### src/rtl/bankrf_pkg.sv
package bankrf_pkg;

  localparam int MODE_W   = 3;
  localparam int LOG_REGS = 16;
  localparam int LIDX_W   = $clog2(LOG_REGS);
  localparam int NUM_EXC  = 5;
  localparam int SLOT_W   = $clog2(NUM_EXC);
  localparam int FAST_LO  = 8;
  localparam int FAST_HI  = 12;
  localparam int FAST_CNT = FAST_HI - FAST_LO + 1;
  localparam int SP_IDX   = 13;
  localparam int LR_IDX   = 14;

  // physical layout: logical 0..15 (user/shared), fast copies, per-mode SP, per-mode LR
  localparam int FAST_BASE = LOG_REGS;
  localparam int SP_BASE   = FAST_BASE + FAST_CNT;
  localparam int LR_BASE   = SP_BASE + NUM_EXC;
  localparam int PHYS_REGS = LR_BASE + NUM_EXC;
  localparam int PHYS_W    = $clog2(PHYS_REGS);

  typedef enum logic [MODE_W-1:0] {
    MD_USER = 3'd0,
    MD_FAST = 3'd1,
    MD_IRQ  = 3'd2,
    MD_SVC  = 3'd3,
    MD_ABT  = 3'd4,
    MD_UND  = 3'd5,
    MD_RSV6 = 3'd6,
    MD_RSV7 = 3'd7
  } mode_e;

  function automatic logic is_exc(input logic [MODE_W-1:0] m);
    return (int'(m) >= int'(MD_FAST)) && (int'(m) <= int'(MD_UND));
  endfunction

  function automatic logic [SLOT_W-1:0] exc_slot(input logic [MODE_W-1:0] m);
    return SLOT_W'(int'(m) - int'(MD_FAST));
  endfunction

endpackage

### src/rtl/bankrf_map.sv
module bankrf_map
  import bankrf_pkg::*;
(
  input  logic [MODE_W-1:0] mode,
  input  logic [LIDX_W-1:0] lidx,
  output logic [PHYS_W-1:0] pidx
);

  logic exc_m;
  logic fast_m;
  logic in_fast_range;
  int   slot;
  int   li;

  always_comb begin
    li            = int'(lidx);
    exc_m         = is_exc(mode);
    fast_m        = (mode == MD_FAST);
    in_fast_range = (li >= FAST_LO) && (li <= FAST_HI);
    slot          = int'(exc_slot(mode));
    pidx          = PHYS_W'(li);
    if (fast_m && in_fast_range) begin
      pidx = PHYS_W'(FAST_BASE + li - FAST_LO);
    end else if (exc_m && li == SP_IDX) begin
      pidx = PHYS_W'(SP_BASE + slot);
    end else if (exc_m && li == LR_IDX) begin
      pidx = PHYS_W'(LR_BASE + slot);
    end
  end

endmodule

### src/rtl/bankrf_gpr.sv
module bankrf_gpr
  import bankrf_pkg::*;
#(
  parameter int DATA_W = 32,
  parameter int NRD    = 2
) (
  input  logic                         clk,
  input  logic                         rst_n,
  input  logic                         w0_en,
  input  logic [PHYS_W-1:0]            w0_pidx,
  input  logic [DATA_W-1:0]            w0_data,
  input  logic                         w1_en,
  input  logic [PHYS_W-1:0]            w1_pidx,
  input  logic [DATA_W-1:0]            w1_data,
  input  logic [NRD-1:0][PHYS_W-1:0]   rd_pidx,
  output logic [NRD-1:0][DATA_W-1:0]   rd_data
);

  logic [DATA_W-1:0] mem [PHYS_REGS];

  always_ff @(posedge clk or negedge rst_n) begin
    if (!rst_n) begin
      for (int k = 0; k < PHYS_REGS; k++) mem[k] <= '0;
    end else begin
      if (w0_en) mem[w0_pidx] <= w0_data;
      if (w1_en) mem[w1_pidx] <= w1_data;  // later assignment: entry port wins
    end
  end

  for (genvar p = 0; p < NRD; p++) begin : g_rd
    logic hit0;
    logic hit1;
    always_comb begin
      hit0 = w0_en && (w0_pidx == rd_pidx[p]);
      hit1 = w1_en && (w1_pidx == rd_pidx[p]);
      if (hit1)      rd_data[p] = w1_data;
      else if (hit0) rd_data[p] = w0_data;
      else           rd_data[p] = mem[rd_pidx[p]];
    end
  end

  // a general write is visible in storage after the edge
  p_wr_commit_r6: assert property (@(posedge clk) disable iff (!rst_n)
    (w0_en && !(w1_en && w1_pidx == w0_pidx)) |=> mem[$past(w0_pidx)] == $past(w0_data));

  // an exception-entry write is visible in storage after the edge
  p_exc_commit_r8: assert property (@(posedge clk) disable iff (!rst_n)
    w1_en |=> mem[$past(w1_pidx)] == $past(w1_data));

endmodule

### src/rtl/bankrf_sts.sv
module bankrf_sts
  import bankrf_pkg::*;
#(
  parameter int DATA_W = 32
) (
  input  logic                clk,
  input  logic                rst_n,
  input  logic [MODE_W-1:0]   cur_mode,
  input  logic                wr_en,
  input  logic [DATA_W-1:0]   wr_data,
  input  logic                exc_en,
  input  logic [MODE_W-1:0]   exc_mode,
  input  logic [DATA_W-1:0]   exc_data,
  output logic [DATA_W-1:0]   rd_data
);

  logic [NUM_EXC-1:0][DATA_W-1:0] saved;
  logic              cur_ok;
  logic              exc_ok;
  logic [SLOT_W-1:0] cur_slot;
  logic [SLOT_W-1:0] exc_sl;
  logic              wr_go;
  logic              exc_go;

  always_comb begin
    cur_ok   = is_exc(cur_mode);
    exc_ok   = is_exc(exc_mode);
    cur_slot = exc_slot(cur_mode);
    exc_sl   = exc_slot(exc_mode);
    wr_go    = wr_en && cur_ok;
    exc_go   = exc_en && exc_ok;
  end

  always_ff @(posedge clk or negedge rst_n) begin
    if (!rst_n) begin
      saved <= '0;
    end else begin
      if (wr_go)  saved[cur_slot] <= wr_data;
      if (exc_go) saved[exc_sl]   <= exc_data;
    end
  end

  always_comb begin
    if (!cur_ok)                        rd_data = '0;
    else if (exc_go && exc_sl == cur_slot) rd_data = exc_data;
    else if (wr_go)                     rd_data = wr_data;
    else                                rd_data = saved[cur_slot];
  end

  // a status write in an exception mode lands in that mode's slot
  p_sts_commit_r7: assert property (@(posedge clk) disable iff (!rst_n)
    (wr_go && !(exc_go && exc_sl == cur_slot)) |=> saved[$past(cur_slot)] == $past(wr_data));

  // entry into a non-exception mode leaves every saved word alone
  p_exc_ignored_r9: assert property (@(posedge clk) disable iff (!rst_n)
    (exc_en && !exc_ok && !wr_go) |=> $stable(saved));

endmodule

### src/rtl/bankrf_top.sv
module bankrf_top
  import bankrf_pkg::*;
#(
  parameter int DATA_W = 32
) (
  input  logic                clk,
  input  logic                rst_n,
  input  logic [MODE_W-1:0]   mode_i,
  input  logic [LIDX_W-1:0]   rd_a_idx,
  output logic [DATA_W-1:0]   rd_a_data,
  input  logic [LIDX_W-1:0]   rd_b_idx,
  output logic [DATA_W-1:0]   rd_b_data,
  input  logic                wr_en,
  input  logic [LIDX_W-1:0]   wr_idx,
  input  logic [DATA_W-1:0]   wr_data,
  input  logic                sts_wr_en,
  input  logic [DATA_W-1:0]   sts_wr_data,
  output logic [DATA_W-1:0]   sts_rd_data,
  input  logic                exc_en,
  input  logic [MODE_W-1:0]   exc_mode,
  input  logic [DATA_W-1:0]   exc_link,
  input  logic [DATA_W-1:0]   exc_status
);

  localparam int NRD  = 2;
  localparam int NMAP = NRD + 2;  // read ports, general write, entry write

  logic [NMAP-1:0][MODE_W-1:0] map_mode;
  logic [NMAP-1:0][LIDX_W-1:0] map_lidx;
  logic [NMAP-1:0][PHYS_W-1:0] map_pidx;
  logic [NRD-1:0][PHYS_W-1:0]  rd_pidx;
  logic [NRD-1:0][DATA_W-1:0]  rd_data;
  logic                        exc_go;

  always_comb begin
    map_mode[0] = mode_i;   map_lidx[0] = rd_a_idx;
    map_mode[1] = mode_i;   map_lidx[1] = rd_b_idx;
    map_mode[2] = mode_i;   map_lidx[2] = wr_idx;
    map_mode[3] = exc_mode; map_lidx[3] = LIDX_W'(LR_IDX);
    rd_pidx[0]  = map_pidx[0];
    rd_pidx[1]  = map_pidx[1];
    exc_go      = exc_en && is_exc(exc_mode);
  end

  for (genvar m = 0; m < NMAP; m++) begin : g_map
    bankrf_map u_map (
      .mode (map_mode[m]),
      .lidx (map_lidx[m]),
      .pidx (map_pidx[m])
    );
  end

  bankrf_gpr #(.DATA_W(DATA_W), .NRD(NRD)) u_gpr (
    .clk     (clk),
    .rst_n   (rst_n),
    .w0_en   (wr_en),
    .w0_pidx (map_pidx[2]),
    .w0_data (wr_data),
    .w1_en   (exc_go),
    .w1_pidx (map_pidx[3]),
    .w1_data (exc_link),
    .rd_pidx (rd_pidx),
    .rd_data (rd_data)
  );

  bankrf_sts #(.DATA_W(DATA_W)) u_sts (
    .clk      (clk),
    .rst_n    (rst_n),
    .cur_mode (mode_i),
    .wr_en    (sts_wr_en),
    .wr_data  (sts_wr_data),
    .exc_en   (exc_en),
    .exc_mode (exc_mode),
    .exc_data (exc_status),
    .rd_data  (sts_rd_data)
  );

  assign rd_a_data = rd_data[0];
  assign rd_b_data = rd_data[1];

  // same-mode write to the index read on port A is forwarded
  p_fwd_a_r5: assert property (@(posedge clk) disable iff (!rst_n)
    (wr_en && wr_idx == rd_a_idx && !exc_en) |-> rd_a_data == wr_data);

  // no saved-status value is visible outside the exception modes
  p_user_sts_zero_r7: assert property (@(posedge clk) disable iff (!rst_n)
    !is_exc(mode_i) |-> sts_rd_data == '0);

  // shared low registers read the same on both ports regardless of mode
  p_shared_pair_r2: assert property (@(posedge clk) disable iff (!rst_n)
    (rd_a_idx == rd_b_idx) |-> rd_a_data == rd_b_data);

endmodule

### config.mk
export PLATFORM = sky130hd
export DESIGN_NAME = bankrf_top
export DESIGN_NICKNAME = d
export VERILOG_FILES = /design/src/rtl/bankrf_pkg.sv /design/src/rtl/bankrf_map.sv /design/src/rtl/bankrf_gpr.sv /design/src/rtl/bankrf_sts.sv /design/src/rtl/bankrf_top.sv
export SDC_FILE = /design/constraint.sdc
export NUM_CORES = 2
export LEC_CHECK = 0
export BUFFER_PORTS_ARGS = -buffer_cell sky130_fd_sc_hd__buf_2
export CORE_MARGIN = 1
export CORE_UTILIZATION = 35
export CTS_CLUSTER_DIAMETER = 40
export CTS_CLUSTER_SIZE = 14
export DETAILED_ROUTE_END_ITERATION = 12
export HOLD_SLACK_MARGIN = 0.15
export PLACE_DENSITY = 0.59
export SYNTH_ARGS = -nofsm -noshare
export SYNTH_HDL_FRONTEND = slang
export SYNTH_HIERARCHICAL = 1
export SYNTH_SLANG_ARGS = --single-unit
### constraint.sdc
create_clock -name clk -period 3.75 [get_ports clk]
set_input_delay 0.375 -clock clk [delete_from_list [all_inputs] [get_ports clk]]
set_output_delay 0.375 -clock clk [all_outputs]
set_load 0.05 [all_outputs]
### Word level (Yosys, flattened, before mapping)

Index checks and enable logic that the tools add are counted.

* flip-flop bits (word level): 1152
* input port bits: 151
* output and inout port bits: 96
* word-level logic and storage cells: 149

* add/subtract/negate cells: 11
* magnitude comparators: 20
* equality and inequality tests: 12
* muxes and demuxes: 41
* bitwise gates (word level): 4
* reductions and logical operators: 25

Operator list (count)
* $bwmux W992: 2
* $mux W992: 2
* $mux W32: 16
* $bmux W32 S5: 2
* $bwmux W160: 2
* $demux W32 S5: 2
* $mux W160: 2
* $demux W32 S3: 2
* $bmux W32 S3: 1
* $mux W5: 10
* $logic_and A1 B1 Y1: 25
* $ge A6 B6 Y1 const B: 4
* $not A5 Y6: 4
* $eq A5 B5 Y1: 4
* $add A5 B3 Y5 const A: 3
* $add A5 B4 Y5 const A: 3
* $sub A5 B5 Y5 const B: 3
* $eq A4 B2 Y1 const B: 3
* $eq A4 B3 Y1 const B: 3
* $ge A3 B1 Y1 const B: 4
* $ge A4 B4 Y1 const B: 3
* $le A4 B4 Y1 const B: 3
* $lt A6 B1 Y1 const B: 2
* $lt A3 B4 Y1 const B: 2
* 4 further kinds: 6

### Logic depth before layout (Yosys ltp)

* word-level depth: 15
* gate-level depth with buffers: 16
* mapped depth without buffers: 13

### Hierarchy

The synthesis kept the hierarchy.

By module, submodules not included
* bankrf_gpr: times used 1, cells each 6124, area an instance 63631.0 um2, sequential area each 24823.8 um2
* bankrf_sts: times used 1, cells each 1142, area an instance 10665.2 um2, sequential area each 4003.8 um2
* bankrf_map: times used 4, cells each 40, area an instance 265.3 um2, sequential area each 0.0 um2
* bankrf_top: times used 1, cells each 5, area an instance 23.8 um2, sequential area each 0.0 um2

### Worst setup path before layout

Ideal clock, no wire load.

* path kind: input to output
* start: in mode_i[0]
* end: out rd_b_data[11]
* arrival: 3.867 ns
* required time: 3.375 ns
* slack: -0.492 ns
* stages on the path: 16
* path buffers: 3
* path through: inv_1 -> ha_1 -> xnor2_1 -> ha_1 -> inv_1 -> o2111ai_1 -> o21ai_0 -> a31oi_1 -> clkbuf_1 -> xor2_1 -> nor4_2 -> and3_1 -> buf_4 -> nor2_1 -> buf_6 -> a311oi_1

RTL lines
* from (decl): line bankrf_top.sv:8 `input logic [MODE_W-1:0] mode_i,`
* to (decl): line bankrf_top.sv:12 `output logic [DATA_W-1:0] rd_b_data,`

==> results.md <==
- Status: finished with violations
- Failing checks: setup timing
- Top delay family on crit path: compound AO/OA/AOI/OAI gates
- Initial Util: about 35%
- Post-synth EDFFs: 0
- Clock-pin slew on the worst setup and hold paths: ~0.050 ns
- Die ar.: ~0.22 mm2
- Final setup violation count: 64
- Pre-CTS setup slack: -0.834 ns
- Worst-skew pair later-pin latency: around 0.90 ns
- CP Cell Sequence: buf_12 > inv_6 > ha_4 > xnor2_4 > ha_1 > inv_1 > o2111ai_1 > o21ai_1 > a31oi_4 > buf_6 > xnor2_2 > nand4_1 > buf_4 > o2111ai_4 > buf_12 > buf_12 > o22ai_4 > a311oi_4 > buf_4 > buf_12
- Final WS setup: -0.321 ns
- CTS tree: done
- Hold_sp: wr_data[24]
- Core area: between 0.2 and 0.25 mm2
- Fill count: between 15000 and 20000
- Via density: approximately 6.4
- Row count: ~170
- WL per Instance: around 31 um
- Pin count of the biggest net entering global routing: 136
- Final number of max-transition violations: 0
- Mapped Area: roughly 0.075 mm2
- Residual DRC: 0
- Fin util: 47.2%
- Hold crit path type: primary input to flip-flop
- Nets: between 8000 and 9000
- Commonest cells after routing, fill and taps aside: mux2i_1 (1175), dfrtp_1 (1152), nand2_1 (632)
- CTS Buf Count: 222
- Clock sink total: 1152
- DR vias: 70900
- Sequential fraction of the synthesis area: a little under two fifths
- Area Growth Syn to Fin: 33.4%
- Reg2reg setup slack: roughly 2.1 ns
- Seq. cell area: roughly 0.029 mm2
- Die W: around 470 um
- CP max-delay cell: a311oi_4
- Crit Path Max Fanout: 7
- Worst Setup SP: mode_i[1]
- Root Driver: clkbuf_16
- Most common cell after layout, fill and taps aside: mux2i_1
- IR Drop Worst-Case VDD: 0.506 mV
- Boundary Pins: about 250
- Post-synth ARST share: 100%
- Leak: roughly 43 nW
- CP Capture Type: output pin
- Flops & latches, synth: 1152
- Max-Cap Viols: 0
- Area occupied by multi-input gates: approximately 0.045 mm2
- Worst Skew: 0 ns
- Actual slew at the worst max-slew pin: 1.18 ns
- Share of layout cells above drive strength 1: ~30%
- PortBufs: between 200 and 250
- FF-to-FF Start: u_sts/saved[72]$_DFF_PN0_
- Final Cycle Share: 109%
- Slew margin rel.: ~21%
- Clock buffer depth: 3
- Total power: between 50 and 60 mW
- Synth Warn #: 6
- Most frequent CP cell: buf_12
- Crit path time final: between 4 and 5 ns
- H-tree levels: 4
- Top FF cell, synth: dfrtp_1
- GP Congestion: 0.950
- First-pass GRT wire length: around 500000 um
- Slowest cell delay on critical path: around 0.44 ns
- Total grt overflow: 0
- Synth Instances: ~7400
- 1st-iter DRT viols: 9771
- Startpoint Class: primary input
- Total Routing Usage GR: 30.8%
- Achievable Freq: around 250 MHz
- Crit Path Class: primary input to output pin
- P per Cell Area: approximately 600 mW/mm2
- Critical Path RT: between 3 and 4 ns
- Final HPWL DP: 204000 um
- Data arrival time of the critical path: approximately 3.7 ns
- TritonRoute pass-1 iters: 9
- RSZ-0062 raised after global routing: true
- Number of hold violations in the final report: 0
- Number of global-route vias before repair: roughly 69000
- Synth unique cells: 75
- Worst Path Buf+Inv: 9
- Initial antenna violation count: 30
- Post-route ant nets: 0
- Die height: approximately 470 um
- Avg Inst Size Synth: between 10 and 15 um2
- Setup TNS Final: -11.85 ns
- Post-Route WL: approximately 340000 um
cells by family (layout without fill, tap and decap cells):
logic type | after synthesis | after routing | synth area share, %
xor+xnor | 34 | 34 | 0.425
compound gates | 1884 | 1884 | 15.0
fa+ha+maj | 20 | 20 | 0.332
buf+inv | 982 | 1712 | 6.09
mux | 1743 | 1743 | 30.4
other cells | 2 | 42 | 0.00996
simple gates | 1614 | 1614 | 9.55
flops | 1152 | 1152 | 38.2
cell type report:
| class | count | share of cell area, % |
|---|---|---|
| tap | 2821 | 3.51 |
| clock buffer | 254 | 5.77 |
| antenna | 19 | 0.0473 |
| inverter | 41 | 0.180 |
| timing repair buffer | 1252 | 14.5 |
| multi-input combinational | 5318 | 45.2 |
| sequential | 1152 | 28.7 |
| clock inverter | 165 | 2.19 |
routing by layer:
metal  vias to the layer above  share of wire (%)  track usage, %
li1                      28900                  -               -
met3                      1267                 14            10.5
met1                     35300                 37            40.0
met5                         -              0.023               0
met4                        12                6.3            16.8
met2                      5490                 42            44.8
per-stage QoR:
stage               area (um2)  std cells  hold slack (ns)
global route            101000      11000            0.211
finish                  101000      11000            0.211
detailed placement       85400      10300            0.359
CTS                      99000      11000            0.152
floorplan                75800       7452           0.0794
global placement         85400      10300            0.358
worst paths after layout:
check | end | cells after the start
worst min register to register | u_sts/saved[143]$_DFF_PN0_ | 2
max in group asynchronous | u_gpr/mem[104]$_DFF_PN0_ | 4
min in group asynchronous | u_gpr/mem[179]$_DFF_PN0_ | 3
worst max-delay path | rd_b_data[22] | 20
worst max register to register | u_sts/saved[72]$_DFF_PN0_ | 3
worst min-delay path | u_gpr/mem[472]$_DFF_PN0_ | 3
tightest hold or removal path, delay by kind of cell:
family,cells,cell delay (ns)
AOI/OAI and AO/OA,1,0.08
muxes,1,0.23
buffers and inverters,1,0.35
sequential cells by signal, summed over array words and instances (netlist names):
signal,cells
u_gpr/mem,992
u_sts/saved,160
cell usage after synthesis (all sizes together), types with 141 or more instances:
| cell | instances | area (um2) |
|---|---|---|
| a21oi | 556 | 2780 |
| dfrtp | 1152 | 28800 |
| mux4 | 418 | 9460 |
| nor2 | 549 | 2150 |
| clkbuf | 589 | 2210 |
| nand2 | 675 | 2540 |
| a31oi | 141 | 882 |
| o21ai | 591 | 2960 |
| mux2 | 142 | 1600 |
| mux2i | 1183 | 11800 |
| buf | 352 | 2230 |
| o22ai | 150 | 938 |
report_power, final:
| group | internal (mW) | total [mW] | leakage [nW] | switching, mW |
|---|---|---|---|---|
| clock | 13.4 | 21.3 | 3.80 | 7.89 |
| combinational | 9.44 | 18.6 | 24.5 | 9.18 |
| sequential | 16.2 | 19.2 | 14.6 | 2.99 |
| total | 39.1 | 59.1 | 42.9 | 20.1 |
timing repair:
action / 4_1_cts / 5_1_grt
buffers inserted: 105 / 53
resized for setup: 427 / 228
endpoints found under the setup margin: 64 / 64
gates cloned: 25 / 4
hold buffers: 164 / 0
endpoints found under the hold margin: 1790 / 0
pin swaps: 120 / 129
(Power assumes the default switching activity.)
